## src/rtl/spi_modefault_ctl.sv

```systemverilog
module spi_modefault_ctl #(
  parameter int ADDR_W      = 2,
  parameter int DATA_W      = 32,
  parameter int SYNC_STAGES = 2,
  parameter int MST_BIT     = 22,
  parameter int SRC_BIT     = 26,
  parameter int OE_BIT      = 29,
  parameter int POL_BIT     = 28,
  parameter int FIE_BIT     = 0
) (
  input  logic              clk,
  input  logic              rst_n,
  input  logic              bus_wr,
  input  logic              bus_rd,
  input  logic [ADDR_W-1:0] bus_addr,
  input  logic [DATA_W-1:0] bus_wdata,
  output logic [DATA_W-1:0] bus_rdata,
  input  logic              ss_pin,
  output logic              irq
);
  localparam logic [ADDR_W-1:0] A_CTRL = ADDR_W'(0);
  localparam logic [ADDR_W-1:0] A_CFG  = ADDR_W'(1);
  localparam logic [ADDR_W-1:0] A_STAT = ADDR_W'(2);
  localparam logic [ADDR_W-1:0] A_FCLR = ADDR_W'(3);

  logic en_q, lock_q, swlvl_q;
  logic mst_q, src_q, oe_q, pol_q, fie_q;
  logic fault_q;
  logic [SYNC_STAGES-1:0] pin_sync;

  wire cfg_open = !en_q && !lock_q;
  wire wr_ctrl  = bus_wr && (bus_addr == A_CTRL);
  wire wr_cfg   = bus_wr && (bus_addr == A_CFG) && cfg_open;
  wire wr_clr   = bus_wr && (bus_addr == A_FCLR) && bus_wdata[0];
  wire ss_level = src_q ? swlvl_q : pin_sync[SYNC_STAGES-1];
  wire ss_act   = (ss_level == pol_q);
  wire demote   = mst_q && ss_act && !fault_q;

  assign irq = fault_q && fie_q;

  always_ff @(posedge clk or negedge rst_n)
    if (!rst_n) pin_sync <= '1;
    else        pin_sync <= {pin_sync[SYNC_STAGES-2:0], ss_pin};

  always_ff @(posedge clk or negedge rst_n) begin
    if (!rst_n) begin
      en_q <= 1'b0; lock_q <= 1'b0; swlvl_q <= 1'b0;
    end else begin
      if (wr_ctrl) begin
        en_q    <= bus_wdata[0];
        lock_q  <= bus_wdata[1];
        swlvl_q <= bus_wdata[2];
      end
      if (demote) en_q <= 1'b0;
    end
  end

  always_ff @(posedge clk or negedge rst_n) begin
    if (!rst_n) begin
      mst_q <= 1'b0; src_q <= 1'b0; oe_q <= 1'b0; pol_q <= 1'b0; fie_q <= 1'b0;
    end else begin
      if (wr_cfg) begin
        mst_q <= bus_wdata[MST_BIT];
        src_q <= bus_wdata[SRC_BIT];
        oe_q  <= bus_wdata[OE_BIT];
        pol_q <= bus_wdata[POL_BIT];
        fie_q <= bus_wdata[FIE_BIT];
      end
      if (demote) mst_q <= 1'b0;
    end
  end

  always_ff @(posedge clk or negedge rst_n)
    if (!rst_n)      fault_q <= 1'b0;
    else if (demote) fault_q <= 1'b1;
    else if (wr_clr) fault_q <= 1'b0;

  always_ff @(posedge clk or negedge rst_n) begin
    if (!rst_n) bus_rdata <= '0;
    else if (bus_rd) begin
      bus_rdata <= '0;
      case (bus_addr)
        A_CTRL: begin
          bus_rdata[0] <= en_q;
          bus_rdata[1] <= lock_q;
          bus_rdata[2] <= swlvl_q;
        end
        A_CFG: begin
          bus_rdata[MST_BIT] <= mst_q;
          bus_rdata[SRC_BIT] <= src_q;
          bus_rdata[OE_BIT]  <= oe_q;
          bus_rdata[POL_BIT] <= pol_q;
          bus_rdata[FIE_BIT] <= fie_q;
        end
        A_STAT:  bus_rdata[0] <= fault_q;
        default: bus_rdata <= '0;
      endcase
    end
  end

  assert_demote_R4: assert property (@(posedge clk) disable iff (!rst_n)
    demote |=> (!mst_q && fault_q));
  assert_enable_drop_R11: assert property (@(posedge clk) disable iff (!rst_n)
    demote |=> !en_q);
  assert_cfg_locked_R3: assert property (@(posedge clk) disable iff (!rst_n)
    (bus_wr && bus_addr == A_CFG && (en_q || lock_q) && !demote) |=>
      ($stable(mst_q) && $stable(src_q) && $stable(oe_q) && $stable(pol_q) && $stable(fie_q)));
  assert_flag_sticky_R6: assert property (@(posedge clk) disable iff (!rst_n)
    (fault_q && !(bus_wr && bus_addr == A_FCLR && bus_wdata[0])) |=> fault_q);
  assert_keep_master_R6: assert property (@(posedge clk) disable iff (!rst_n)
    (fault_q && mst_q && !(bus_wr && bus_addr == A_CFG)) |=> mst_q);
  assert_irq_quiet_R8: assert property (@(posedge clk) disable iff (!rst_n)
    !fault_q |-> !irq);
endmodule

```

## config.mk

```make
export PLATFORM = sky130hd
export DESIGN_NAME = spi_modefault_ctl
export DESIGN_NICKNAME = d
export VERILOG_FILES = /design/src/rtl/spi_modefault_ctl.sv
export SDC_FILE = /design/constraint.sdc
export NUM_CORES = 1
export LEC_CHECK = 0
export BUFFER_PORTS_ARGS = -buffer_cell sky130_fd_sc_hd__buf_2
export CORE_MARGIN = 2
export CORE_UTILIZATION = 42
export DETAILED_ROUTE_END_ITERATION = 10
export PLACE_DENSITY = 0.83
export SYNTH_ARGS = -nofsm -noshare
export SYNTH_HDL_FRONTEND = slang
export SYNTH_SLANG_ARGS = --single-unit
```

## constraint.sdc

```tcl
create_clock -name clk -period 2.8 [get_ports clk]
set_clock_uncertainty 0.05 [all_clocks]
set_input_delay 0 -clock clk [delete_from_list [all_inputs] [get_ports clk]]
set_output_delay 0 -clock clk [all_outputs]
set_load 0.02 [all_outputs]
```

# Word-level counts from Yosys, hierarchy flattened
# Index checks and enable logic that the tools add are counted.
[word_totals]
out_inout_bits = 33
input_bits = 39
reg_bits = 18
wordCells = 43
[op_classes]
n_reduce_logical = 16
n_eq_ne = 4
mux = 12
[op_table]
columns = ["operator", "n"]
rows = [
  ["logical AND 1 bit", 9],
  ["2-to-1 mux 1 bit", 9],
  ["nonzero test 2 bit", 3],
  ["equality test 2 bit, second input constant", 2],
  ["2-to-1 mux 2 bit", 2],
  ["logical NOT 1 bit", 3],
  ["one-hot mux 1 bit (3 select lines)", 1],
  ["equality test 2 x 1 -> 1 bit, second input constant", 1],
  ["logical NOT 2 bit", 1],
  ["equality test 1 bit", 1],
]

# Logic depth before layout (Yosys ltp)
[logic_depth]
ltp_word = 5
ltp_mapped = 3
mapped_depth_nobuf = 3

# Worst setup path before layout
# OpenSTA, ideal clock, no wires.
[synth_timing]
path_type = "register to register"
from = "register en_q"
to = "register oe_q"
setup_slack_ns = 1.422
setup_time_ns = 0.125
t_required_ns = 2.625
stages_incl_launch_ff = 4
arrival_ns = 1.203
cell_sequence = "dfrtp_1 nor4b_4 and2_4 mux2_4"
[synth_between]
elab_chain_cells = 3
[synth_lines]
columns = ["item", "line", "text"]
rows = [
  ["from (decl)", "26", "logic en_q, lock_q, swlvl_q;"],
  ["from (signal assigned)", "50", "en_q <= bus_wdata[0];"],
  ["logical NOT 1 bit", "31", "wire cfg_open = !en_q && !lock_q;"],
  ["logical AND 1 bit", "31", ""],
  ["logical AND 1 bit", "33", "wire wr_cfg = bus_wr && (bus_addr == A_CFG) && cfg_open;"],
  ["to (signal assigned)", "65", "oe_q <= bus_wdata[OE_BIT];"],
  ["to (decl)", "27", "logic mst_q, src_q, oe_q, pol_q, fie_q;"],
]
# Every way passes these cells.
# A chain may end at the register's enable or synchronous reset.

# Final worst setup path
[layout_timing]
from = "register en_q"
to = "register mst_q"
[layout_between]
elab_chain_cells = 4
[layout_lines]
columns = ["item", "line", "text"]
rows = [
  ["logical NOT 1 bit", "31", ""],
  ["logical AND 1 bit", "31", ""],
  ["logical AND 1 bit", "33", ""],
  ["nonzero test 2 bit (no line)", "-", ""],
  ["to (signal assigned)", "63", "mst_q <= bus_wdata[MST_BIT];"],
  ["to (decl)", "27", ""],
]
# Every way passes these cells.

==> run summary <==
Status: complete, no violations
GRT overflow: 0
Placed cell count: 137
Final GP Congestion: 0.805
Hold Vio Cnt, Final: 0
Max FO, Critical Path: 4
Reg power frac: 0.501
Max Fclk: 575 MHz
Clock transition at path regs: 100 ps
Net Sw Frac: 0.343
Pin count of the biggest net entering global routing: 19
Power Internal: 0.505 mW
Core Area: 2210 sq um
Leakage: 0.582 nW
Vias in the first global route: 613
H-Tree Depth: 1
Via-to-Cell Ratio: 4.47
# diodes: 0
Placed cell area: 1010 sq um
Initial core utilization: 0.441
Fin nets: 164
GR Util met2: 0.211
Power per cell area: 667 nW/um^2
Post-DP HPWL: 1210 microns
Syn Inst Count: 90
Slew Viols, Final: 0
Maximum buffer depth of the clock tree: 2
Setup_tns: 0 ps
Number of post-CTS setup repair buffers: 0
Ports: 72
Die Wd: 52.2 microns
Util after Layout: 0.520
Met1 GRT Util: 0.168
Leading cell type in the layout, fill and taps excluded: conb_1
Final Power: 0.768 mW
DRC Markers: 0
Unrepaired setup endpoints after global routing: no
Count of cell types in the netlist: 28
Design area: 1150 sq um
Avg Cell Area, Syn: 10.8 sq um
GRT Util Overall: 0.131
Final period utilization: 0.621
Setup crit end kind: flop
Initial DRC count: 17
Met3 Use GR: 0.0257
CP startpoint kind: flop
CTS root buf: clkbuf_4
CTS Buf Count: 3
First drt pass iteration count: 4
Regs by FF count: bus_rdata (7), pin_sync (2)
Clk sinks: 18
Register area share after synthesis: 0.464
Routed wire per std cell: 10.5 microns
MaxCap Viol Count: 0
Latest clock arrival within the worst-skew pair: 280 ps
Syn-to-layout area delta: 17.9%
Drt total wl: 1600 microns
Cts hold-fix bufs: 11
Via Count: 680
Type of the worst setup path: flop to flop
Cell Area, Synth: 976 sq um
First-pass GRT wire length: 2600 microns
Hold Crit Class: primary input to flop
Seq cells post-synth: 18
Max reg flops: 7
Crit path arrival time: 1890 ps
Setup violations, final: 0
Clock network fraction of total power: 0.167
Layout cells sized above 1: 0.282
Switching pwr: 0.263 mW
Die area: 2730 sq um
Peak VDD IR: 0.431 mV
Row count: 17
Required time worst endpoint: 2950 ps
Final Non-Filler Cells: 152
Initial antenna violation count: 0
TritonCTS clock tree: built
Post-layout min period: 1740 ps
Top reg by flops: bus_rdata
Ys Warns: 0
Die Ht: 52.2 microns
Top Usage Layer GRT: met2
Combinational power share: 0.332
IO buf count: 21
Total of cells resized after clock tree synthesis: 0
Commonest non-fill, non-tap cells in the layout: conb_1 (25), buf_2 (21), dfrtp_1 (16)
Remaining antenna violation count: 0
## final cells by class
cell class              count  area, sq um
clock buffers               4         26.3
fillers                   210         1060
inverters                   7         26.3
multi-input cells          63          395
flip-flops and latches     18          453
well taps                  28         35.0
repair buffers             32          215
## cells in the mapped netlist (all sizes together)
| cell type | n | share of area |
|---|---|---|
| mux2 | 5 | 0.069 |
| nand3 | 4 | 0.021 |
| conb | 1 | 0.0038 |
| a21oi | 1 | 0.0051 |
| o22ai | 4 | 0.026 |
| nor4b | 1 | 0.024 |
| xor2 | 1 | 0.0090 |
| o21ai | 3 | 0.015 |
| nand4 | 1 | 0.0064 |
| nor2 | 1 | 0.0038 |
| and2 | 2 | 0.015 |
| buf | 25 | 0.19 |
| a22oi | 1 | 0.0077 |
| dfrtp | 16 | 0.41 |
| o221ai | 1 | 0.0090 |
| nand2b | 1 | 0.0064 |
| o21a | 1 | 0.0077 |
| clkbuf | 1 | 0.0038 |
| mux2i | 3 | 0.031 |
| inv | 7 | 0.027 |
| dfstp | 2 | 0.054 |
| nand2 | 4 | 0.015 |
| a22o | 1 | 0.0090 |
| or3b | 1 | 0.012 |
| nor2b | 1 | 0.0064 |
| a21bo | 1 | 0.010 |
## per-layer routing
layer	vias to the layer above	part of all wire
li1	319	-
met1	322	0.43
met2	37	0.48
met3	2	0.079
met4	0	0.010
met5	-	0
## through the flow
stage,hold WS [ps],worst slack (ps)
6_report,15.7,1060
5_1_grt,14.8,990
4_1_cts,6.03,1090
3_5_place_dp,-101,1340
3_3_place_gp,-113,1370
2_1_floorplan,-346,1420
## final timing paths
check,startpoint,end,slack (ps),cells past startpoint
worst max-delay path,en_q,mst_q,1060,4
max in group asynchronous,rst_n,pin_sync[0],2260,2
worst min register to register,pin_sync[0],pin_sync[1],310,0
worst max register to register,en_q,mst_q,1060,4
worst min-delay path,bus_addr[0],fault_q,20,3
min in group asynchronous,rst_n,en_q,110,2
## power groups by stage
stage	combinational, mW	clock [mW]	sequential, mW
after floorplan	0.195	0	0.396
after global placement	0.237	0	0.387
after detailed placement	0.242	0	0.391
after CTS	0.255	0.134	0.386
after global routing	0.282	0.146	0.395
final	0.255	0.128	0.385
## logic make-up (layout without fill, tap and decap cells)
kind of cell	after synthesis	in the layout	synth area share
AOI/OAI and AO/OA	13	13	0.0897
xor gates and xnor gates	1	1	0.00898
buffers and inverters	33	43	0.223
DFF	18	18	0.464
muxes	8	8	0.100
other	1	25	0.00384
and+or+nand+nor	16	16	0.110
## critical path, stage by stage (launching register included)
cell and delay (ps):
dfrtp_1 430, nor4b_4 360, nand3_1 110, dlygate4sd3_1 570, a22oi_1 150
No activity file was read; power rests on OpenSTA's default activity.
